**config.mk**
```make
export PLATFORM = sky130hd
export DESIGN_NAME = spi_mem_frontend
export DESIGN_NICKNAME = d
export VERILOG_FILES = /design/src/rtl/spi_fe_pkg.sv /design/src/rtl/spi_fe_sync.sv /design/src/rtl/spi_fe_req_slot.sv /design/src/rtl/spi_mem_frontend.sv
export SDC_FILE = /design/constraint.sdc
export NUM_CORES = 1
export LEC_CHECK = 0
export BUFFER_PORTS_ARGS = -buffer_cell sky130_fd_sc_hd__buf_2
export CAP_MARGIN = 20
export CORE_ASPECT_RATIO = 0.5
export CORE_MARGIN = 4
export CORE_UTILIZATION = 50
export CTS_CLUSTER_DIAMETER = 80
export CTS_CLUSTER_SIZE = 20
export DETAILED_ROUTE_END_ITERATION = 8
export GPL_ROUTABILITY_DRIVEN = 0
export HOLD_SLACK_MARGIN = 0.06
export MAX_ROUTING_LAYER = met4
export PLACE_DENSITY = 0.74
export SYNTH_ARGS = -nofsm -noshare
export SYNTH_HDL_FRONTEND = slang
export SYNTH_HIERARCHICAL = 1
export SYNTH_SLANG_ARGS = --single-unit
```
**constraint.sdc**
```tcl
create_clock -name clk -period 2.3 [get_ports clk]
set_clock_uncertainty 0.1 [all_clocks]
set_input_delay 0.115 -clock clk [delete_from_list [all_inputs] [get_ports clk]]
set_output_delay 0.115 -clock clk [all_outputs]
set_load 0.1 [all_outputs]
```
**src/rtl/spi_fe_pkg.sv**
```systemverilog
package spi_fe_pkg;
  localparam int ADDR_W = 9;

  localparam logic [7:0] OPC_SET_EN  = 8'h06;
  localparam logic [7:0] OPC_CLR_EN  = 8'h04;
  localparam logic [7:0] OPC_RD_STAT = 8'h05;
  localparam logic [7:0] OPC_WR_STAT = 8'h01;
  localparam logic [7:0] OPC_RD_ARR  = 8'h03;
  localparam logic [7:0] OPC_WR_ARR  = 8'h02;
  localparam logic [7:0] OPC_HI_MASK = 8'hF7;

  typedef enum logic [2:0] {
    REQ_EN_SET  = 3'd0,
    REQ_EN_CLR  = 3'd1,
    REQ_STAT_WR = 3'd2,
    REQ_DATA    = 3'd3,
    REQ_DESEL   = 3'd4
  } req_kind_e;

  typedef enum logic [2:0] {
    PH_OPC, PH_ADDR, PH_WDATA, PH_SDATA, PH_OUT, PH_SKIP
  } phase_e;
endpackage

```
**src/rtl/spi_fe_sync.sv**
```systemverilog
module spi_fe_sync #(
  parameter int W = 4,
  parameter int STAGES = 2,
  parameter logic [W-1:0] RST_VAL = '0
) (
  input  logic         clk,
  input  logic         rst_n,
  input  logic [W-1:0] d,
  output logic [W-1:0] q
);
  logic [W-1:0] st [STAGES];

  always_ff @(posedge clk or negedge rst_n) begin
    if (!rst_n) begin
      for (int i = 0; i < STAGES; i++) st[i] <= RST_VAL;
    end else begin
      st[0] <= d;
      for (int i = 1; i < STAGES; i++) st[i] <= st[i-1];
    end
  end

  assign q = st[STAGES-1];
endmodule

```
**src/rtl/spi_fe_req_slot.sv**
```systemverilog
module spi_fe_req_slot #(
  parameter int AW = 9
) (
  input  logic          clk,
  input  logic          rst_n,
  input  logic          ev,
  input  logic [2:0]    ev_kind,
  input  logic [AW-1:0] ev_addr,
  input  logic [7:0]    ev_data,
  input  logic          ready,
  output logic          valid,
  output logic [2:0]    kind,
  output logic [AW-1:0] addr,
  output logic [7:0]    data
);
  logic take;
  assign take = ev && (!valid || ready);

  always_ff @(posedge clk or negedge rst_n) begin
    if (!rst_n) begin
      valid <= 1'b0;
      kind  <= '0;
      addr  <= '0;
      data  <= '0;
    end else if (take) begin
      valid <= 1'b1;
      kind  <= ev_kind;
      addr  <= ev_addr;
      data  <= ev_data;
    end else if (ready) begin
      valid <= 1'b0;
    end
  end
endmodule

```
**src/rtl/spi_mem_frontend.sv**
```systemverilog
module spi_mem_frontend
  import spi_fe_pkg::*;
#(
  parameter int PAGE_W = 2,
  parameter int SYNC_STAGES = 2
) (
  input  logic              clk,
  input  logic              rst_n,
  input  logic              cs_n,
  input  logic              sck,
  input  logic              si,
  input  logic              hold_n,
  output logic              so,
  output logic              so_oe,
  output logic              rd_en,
  output logic [ADDR_W-1:0] rd_addr,
  input  logic [7:0]        rd_data,
  input  logic [7:0]        status_in,
  output logic              req_valid,
  input  logic              req_ready,
  output logic [2:0]        req_kind,
  output logic [ADDR_W-1:0] req_addr,
  output logic [7:0]        req_data
);
  localparam logic [ADDR_W-1:0] A_ONE  = 1;
  localparam logic [PAGE_W-1:0] PG_ONE = 1;

  // synchronized lines: {hold_n, cs_n, sck, si}; cs resets "selected" so a
  // low chip select at reset never looks like a fresh falling edge
  logic [3:0] syn;
  spi_fe_sync #(.W(4), .STAGES(SYNC_STAGES), .RST_VAL(4'b1000)) u_sync (
    .clk(clk), .rst_n(rst_n), .d({hold_n, cs_n, sck, si}), .q(syn)
  );
  logic hold_s, cs_s, sck_s, si_s;
  assign {hold_s, cs_s, sck_s, si_s} = syn;

  logic sck_d, cs_d, armed, hold_q;
  logic sel, active, sck_fall, sck_rise, cs_rise, cs_fall;
  phase_e phase;
  logic [2:0] bitcnt, ocnt;
  logic [6:0] shreg;
  logic [7:0] out_sr, in_byte;
  logic [ADDR_W-1:0] addr;
  logic a8, is_read, so_q, ld_q, byte_done;

  assign sel      = armed & ~cs_s;
  assign active   = sel & ~hold_q;
  assign sck_fall = active & sck_d & ~sck_s;
  assign sck_rise = active & ~sck_d & sck_s;
  assign cs_rise  = cs_s & ~cs_d;
  assign cs_fall  = ~cs_s & cs_d;
  assign in_byte  = {shreg, si_s};
  assign byte_done = sck_fall && (bitcnt == 3'd7);

  // request events and array read strobe
  logic ev;
  logic [2:0] ev_kind;
  logic [ADDR_W-1:0] ev_addr;
  always_comb begin
    ev = 1'b0;
    ev_kind = REQ_DESEL;
    ev_addr = addr;
    rd_en = 1'b0;
    rd_addr = addr;
    if (cs_rise && armed) ev = 1'b1;
    if (byte_done) begin
      unique case (phase)
        PH_OPC: begin
          if (in_byte == OPC_SET_EN) begin ev = 1'b1; ev_kind = REQ_EN_SET; end
          else if (in_byte == OPC_CLR_EN) begin ev = 1'b1; ev_kind = REQ_EN_CLR; end
        end
        PH_ADDR: if (is_read) begin
          rd_en = 1'b1;
          rd_addr = {a8, in_byte};
        end
        PH_WDATA: begin ev = 1'b1; ev_kind = REQ_DATA; end
        PH_SDATA: begin ev = 1'b1; ev_kind = REQ_STAT_WR; end
        default: ;
      endcase
    end
    if (sck_rise && phase == PH_OUT && ocnt == 3'd7 && is_read) begin
      rd_en = 1'b1;
      rd_addr = addr + A_ONE;
    end
  end

  always_ff @(posedge clk or negedge rst_n) begin
    if (!rst_n) begin
      sck_d <= 1'b0; cs_d <= 1'b0; armed <= 1'b0; hold_q <= 1'b0;
      phase <= PH_OPC; bitcnt <= '0; ocnt <= '0; shreg <= '0;
      out_sr <= '0; addr <= '0; a8 <= 1'b0; is_read <= 1'b0;
      so_q <= 1'b0; ld_q <= 1'b0;
    end else begin
      sck_d <= sck_s;
      cs_d  <= cs_s;
      ld_q  <= rd_en;
      if (cs_fall) armed <= 1'b1;
      if (cs_s) begin
        phase <= PH_OPC; bitcnt <= '0; ocnt <= '0; hold_q <= 1'b0;
      end else begin
        if (sel && sck_s) hold_q <= ~hold_s;
        if (sck_fall) begin
          shreg  <= in_byte[6:0];
          bitcnt <= bitcnt + 3'd1;
          if (bitcnt == 3'd7) begin
            unique case (phase)
              PH_OPC: begin
                ocnt <= '0;
                if (in_byte == OPC_RD_STAT) begin
                  is_read <= 1'b0; out_sr <= status_in; phase <= PH_OUT;
                end else if (in_byte == OPC_WR_STAT) begin
                  phase <= PH_SDATA;
                end else if ((in_byte & OPC_HI_MASK) == OPC_RD_ARR) begin
                  a8 <= in_byte[3]; is_read <= 1'b1; phase <= PH_ADDR;
                end else if ((in_byte & OPC_HI_MASK) == OPC_WR_ARR) begin
                  a8 <= in_byte[3]; is_read <= 1'b0; phase <= PH_ADDR;
                end else begin
                  phase <= PH_SKIP;
                end
              end
              PH_ADDR: begin
                addr  <= {a8, in_byte};
                phase <= is_read ? PH_OUT : PH_WDATA;
              end
              PH_WDATA: addr <= {addr[ADDR_W-1:PAGE_W], addr[PAGE_W-1:0] + PG_ONE};
              PH_SDATA: phase <= PH_SKIP;
              default: ;
            endcase
          end
        end
        if (sck_rise && phase == PH_OUT) begin
          so_q <= out_sr[7];
          ocnt <= ocnt + 3'd1;
          if (ocnt == 3'd7) begin
            if (is_read) addr <= addr + A_ONE;
            else out_sr <= status_in;
          end else begin
            out_sr <= {out_sr[6:0], 1'b0};
          end
        end else if (ld_q) begin
          out_sr <= rd_data;
        end
      end
    end
  end

  assign so    = so_q;
  assign so_oe = sel & ~hold_q;

  spi_fe_req_slot #(.AW(ADDR_W)) u_slot (
    .clk(clk), .rst_n(rst_n), .ev(ev), .ev_kind(ev_kind), .ev_addr(ev_addr),
    .ev_data(in_byte), .ready(req_ready), .valid(req_valid), .kind(req_kind),
    .addr(req_addr), .data(req_data)
  );
endmodule

```
# [After elaboration in Yosys (flattened, before gate mapping)]
# Cells that the tools add are included.
[totals] input_bits=23 register_bits=70 word_cells=137 out_inout_bits=33
[op_classes] n_mux=57 reduce_logical=27 addsub=4 n_eq_ne=13 bitwise_logic=16
[ops] cell="$mux 9" n=9
[ops] cell="$mux 8" n=8
[ops] cell="$mux 3" n=18
[ops] cell="$eq 8x3->1 const B" n=3
[ops] cell="$mux 1" n=18
[ops] cell="$pmux 3 s3" n=2
[ops] cell="$pmux 9 s2" n=1
[ops] cell="$eq 7x2->1 const B" n=2
[ops] cell="$reduce_bool 3->1" n=4
[ops] cell="$reduce_bool 2->1" n=5
[ops] cell="$add 9x1->9 const B" n=1
[ops] cell="$eq 3x3->1 const B" n=3
[ops] cell="$and 1x1->1" n=8
[ops] cell="$eq 8x1->1 const B" n=1
[ops] cell="$not 1->1" n=8
[ops] cell="$logic_and 1x1->1" n=7
[ops] cell="$reduce_and 7->1" n=1
[ops] cell="$add 3x1->3 const B" n=2
[ops] cell="$eq 3x2->1 const B" n=2
[ops] cell="$reduce_and 3->1" n=2
[ops] cell="$reduce_and 6->1" n=1
[ops] cell="$reduce_and 2->1" n=2
[ops] cell="$reduce_bool 4->1" n=1
[ops] cell="$eq 3x1->1 const B" n=1
[ops] cell="other kinds (7)" n=7

# [Logic depth before layout (Yosys ltp)]
[logic_depth] word_depth=10 depth_mapped=9 mapped_depth_nobuf=7

# [Cells and area by module]
# The synthesis kept the hierarchy.
[by_module_without_submodules] module="spi_mem_frontend" area_per_inst_um2=2650.0 cells_per_inst=299 seq_area_each_um2=1026.0 n_inst=1
[by_module_without_submodules] module="spi_fe_req_slot" area_per_inst_um2=898.4 cells_per_inst=46 seq_area_each_um2=525.5 n_inst=1
[by_module_without_submodules] module="spi_fe_sync" area_per_inst_um2=232.7 cells_per_inst=12 seq_area_each_um2=202.7 n_inst=1

# [Worst setup path after synthesis]
# No wires, ideal clock.
[synth_timing] path_type="register to output" start="reg u_sync.st, in the netlist u_sync/q[2]" end="out rd_addr[6]" path_buffers=2 slack_ns=-3.815 t_arrival_ns=5.900 stages_incl_launch_ff=8 required_ns=2.085 path_cell_list="dfrtp_1 buf_4 buf_2 nor3b_2 nand4_1 o22ai_2 a21oi_1 nor3_1"
[synth_via] elab_chain_cells=9 elab_cells_between_ends=13 cone_classes="2 x mux; 7 x bitwise; 4 x reduce/logical"
[synth_lines] element="from (decl)" line_no="spi_fe_sync.sv:11" rtl="logic [W-1:0] st [STAGES];"
[synth_lines] element="$not 1->1 (no source line) (*)"
[synth_lines] element="$and 1x1->1 (*)" line_no="spi_mem_frontend.sv:46" rtl="assign sel = armed & ~cs_s;"
[synth_lines] element="$and 1x1->1 (*)"
[synth_lines] element="named net so_oe" line_no="spi_mem_frontend.sv:14" rtl="output logic so_oe,"
[synth_lines] element="$and 1x1->1 (2 in series)" line_no="spi_mem_frontend.sv:49" rtl="assign sck_rise = active & ~sck_d & sck_s;"
[synth_lines] element="$logic_and 1x1->1 (3 in series)" line_no="spi_mem_frontend.sv:81" rtl="if (sck_rise && phase == PH_OUT && ocnt == 3'd7 && is_read) begin"
[synth_lines] element="$mux 9 (*)" line_no="spi_mem_frontend.sv:81"
[synth_lines] element="to (decl)" line_no="spi_mem_frontend.sv:16" rtl="output logic [ADDR_W-1:0] rd_addr,"
# The timed path passes the listed nets; every way through them passes the cells marked *.

# [Worst setup path in the final report]
[layout_timing] start="reg u_sync.st, in the netlist u_sync/q[2]" end="out rd_addr[1]"
[layout_via] elab_chain_cells=9 elab_cells_between_ends=13 cone_classes="2 x mux; 7 x bitwise; 4 x reduce/logical"
[layout_lines] element="$not 1->1 (no source line) (*)"
[layout_lines] element="$and 1x1->1 (*)" line_no="spi_mem_frontend.sv:46"
[layout_lines] element="$and 1x1->1 (*)" line_no="spi_mem_frontend.sv:47" rtl="assign active = sel & ~hold_q;"
[layout_lines] element="$and 1x1->1 (2 in series)" line_no="spi_mem_frontend.sv:49"
[layout_lines] element="$logic_and 1x1->1 (3 in series)" line_no="spi_mem_frontend.sv:81"
[layout_lines] element="$mux 9 (*)" line_no="spi_mem_frontend.sv:81"
# Every way passes the cells marked *; elsewhere a longest branch is shown, timed or not.

==> flow_metrics.py <==
metrics = {
    "global_route": {
        "first_global_vias": 3947,
        "grt_remaining_overflow": 0,
        "grt_pass1_wl_mm": 20.2,
        "antenna_found_initial": 0,
        "grt_usage_pct": 29.4,
        "grt_max_degree": 30,
    },
    "synth": {
        "avgSynthCellArea_sq_um": 10.6,
        "synthFlopType": "dfrtp_1",
        "synth_area_leader_cell": "dfrtp_1",
        "netlist.area_leader.share_pct": 45.0,
        "ys_warn_count": 6,
        "synth-seq-cells": 70,
        "syn_nets": 385,
        "synth-edff-count": 0,
        "yosys-top-cells-area": "dfrtp_1, mux2_4, mux2_2",
        "yosysMostFrequentCell": "dfrtp_1",
        "synthCells": 357,
        "synth_area_sq_um": 3780,
        "synth_cell_type_count": 62,
        "seq_area_frac_synth_pct": 46.4,
        "async_flop_share_pct": 100,
        "synthTopCellsByCount": "dfrtp_1, nand2_1, nor2_1, o21ai_0",
    },
    "power_and_ir_drop": {
        "ir_drop_v": 0.000687,
        "p_int_w": 0.00258,
        "power-per-cell-area_nw_per_um2": 695,
        "leakagePower_nw": 2.66,
        "combPwrFrac_pct": 26.5,
        "switchingPower_w": 0.00138,
        "seqPwrFrac_pct": 36.8,
        "p_clk_share_pct": 36.7,
        "sw_frac_of_total_pct": 34.8,
    },
    "clock_network": {
        "clockBufferDepth": 2,
        "cts_tree": "yes",
        "htreeDepth": 3,
        "path_clk_slew_ns": 0.06,
        "insertion_delay_ns": 0.34,
        "cts.sinks": 70,
        "cts_made_buffers": 9,
        "cts_root_buffer": "clkbuf_16",
    },
    "die": {
        "core_area_sq_um": 7350,
        "die_w_microns": 131,
        "initial_core_util_pct": 51.4,
        "rows": 22,
        "chipHeight_microns": 69.5,
        "fp.dieArea_sq_um": 9100,
        "io_pins": 56,
    },
    "drt": {
        "route.detailed.drc": 0,
        "ant_nets": 0,
        "drt_wl_total_mm": 13.0,
        "avgRoutedWirePerCell_microns": 21.6,
        "vias": 3761,
        "vias_per_cell": 6.27,
        "drt_iter0_markers": 267,
        "first_pass_iters": 5,
    },
    "setup_path": {
        "path_cells": "buf_6 -> nor3b_4 -> nand4_1 -> or2_4 -> buf_6 -> mux2i_2 -> o21ai_4 -> buf_12",
        "crit_buf_inv": 3,
        "crit_required_ns": 2.09,
        "crit_fanout": 5,
        "crit_slowest_cell": "dfrtp_1",
        "end_kind": "output port",
        "critPathTopFamily": "simple AND/OR/NAND/NOR gates",
        "crit_path_start_kind": "register",
        "cp_common_cell": "buf_6",
        "crit_path_max_incr_delay_ns": 0.41,
        "worstPathArrival_ns": 2.43,
        "path_class": "register to output port",
    },
    "timing": {
        "setup_slack_ns": -0.345,
        "fin_tns_setup_ns": -2.65,
        "max_slew.worst_pin.slew_ns": 0.712,
        "finalMaxSlewViolations": 0,
        "rsz0062_at_grt": "true",
        "hold_violations": 0,
        "fin_crit_sh_pct": 115,
        "fmax_mhz": 378,
        "setup_viol_count_final": 12,
        "period_needed_ns": 2.65,
        "worst_slew_margin_rel_pct": 52.5,
    },
    "cells_and_area": {
        "drive_gt1_share_pct": 48.4,
        "instances_no_fill": 600,
        "nNetsFinal": 527,
        "antenna_cells": 0,
        "area_delta_synth_final_pct": 50.6,
        "nFillCells": 411,
    },
    "hold_path": {
        "hold_class": "input port to register",
    },
    "placed_design": {
        "place_inst": 544,
        "dp_hpwl_mm": 7.52,
        "port_buffers": 55,
    },
    "outcome": {
        "violations": "negative setup slack",
        "status": "complete, but fails checks",
    },
    "run": {
        "cap_violations": 0,
    },
}
[flip-flops by register name, indices dropped and copies added (netlist names), 3 cells and up]
| name | count |
|---|---|
| phase | 3 |
| u_sync/q | 4 |
| u_slot/addr | 9 |
| addr | 9 |
| shreg | 7 |
| u_slot/data | 8 |
| u_slot/kind | 3 |
| out_sr | 8 |
| u_sync/st | 4 |
| ocnt | 3 |
| bitcnt | 3 |
[metal layers]
metal	wire (microns)	global-route usage (%)	vias up
li1	-	-	1612
met5	0	-	-
met3	907	7.08	70
met4	644	16.1	0
met1	5100	36.2	1847
met2	6310	44.4	232
[repair_timing]
item                                    in CTS  in global routing
pin swaps                                   16                 18
endpoints found under the hold margin       36                  0
hold buffers                                15                  0
resized for setup                           56                 19
endpoints found under the setup margin      35                 19
setup buffers                               18                  8
[final cells by class]
cell class | count | area (sq um) | share of cell area (%)
clock inverter | 6 | 71.3 | 1.25
multi-input combinational | 260 | 2240 | 39.3
sequential | 70 | 1760 | 30.8
clock buffer | 10 | 239 | 4.20
timing repair buffer | 151 | 1240 | 21.8
inverter | 7 | 26.3 | 0.462
tap | 96 | 120 | 2.11
[logic make-up after synthesis]
logic type / after synthesis / share of synthesized area [%]
and+or+nand+nor: 128 / 19.0
AOI/OAI and AO/OA: 87 / 15.2
DFF: 70 / 46.4
muxes: 40 / 13.6
buffers and inverters: 27 / 4.24
adders and majority gates: 5 / 1.65
[worst reg2reg max path: stages, from the launching register on]
cell,delay (ns)
dfrtp_1,0.41
buf_4,0.14
or4b_4,0.49
nor3_2,0.14
buf_4,0.20
buf_6,0.15
buf_6,0.11
buf_6,0.10
a31o_4,0.10
mux2_4,0.30
o21ai_2,0.06
[worst paths after layout]
| path | start | end | slack (ns) | cells after the start |
|---|---|---|---|---|
| min reg2reg | u_sync/st[4] | u_sync/q[0] | 0.26 | 0 |
| min in group asynchronous | rst_n | phase[2] | 0.28 | 2 |
| max | u_sync/q[2] | rd_addr[1] | -0.35 | 8 |
| max reg2reg | u_sync/q[2] | addr[0] | -0.07 | 10 |
| max in group asynchronous | rst_n | addr[3] | 1.05 | 3 |
| min | rd_data[5] | out_sr[5] | 0.08 | 4 |
[cell usage in the layout (no fill, tap or decap), drive strengths merged, types with 3 or more instances in the layout]
cell type / instances
and2: 7
nand2: 26
and3b: 4
nand3: 7
o211ai: 12
dfrtp: 68
nand4: 12
nor2: 25
mux2: 31
ha: 5
buf: 136
nor4: 4
inv: 6
or3: 4
clkbuf: 10
and3: 3
dlygate4sd3: 15
mux2i: 9
nand2b: 5
nor3: 16
clkinv: 4
o21ai: 31
a221o: 5
a21oi: 20
[power by group through the flow]
stage	clock, W	sequential (W)	combinational, W
after floorplan	0	0.00180	0.000324
after global placement	0	0.00145	0.000918
after detailed placement	0	0.00146	0.000944
after CTS	0.00146	0.00144	0.000999
after global routing	0.00153	0.00147	0.00109
final	0.00145	0.00145	0.00105
[through the flow]
step	hold WS [ns]	util (%)	setup WS, ns	instance area (sq um)	power [W]
floorplan	-0.281	-	-1.72	3940	0.00212
global placement	0.0769	64.2	-0.0381	4720	0.00237
detailed placement	0.0955	64.2	-0.127	4720	0.00240
CTS	0.0735	75.5	-0.217	5550	0.00390
global route	0.0970	77.5	-0.395	5690	0.00409
finish	0.0850	77.5	-0.345	5690	0.00395
(Power assumes the default switching activity.)
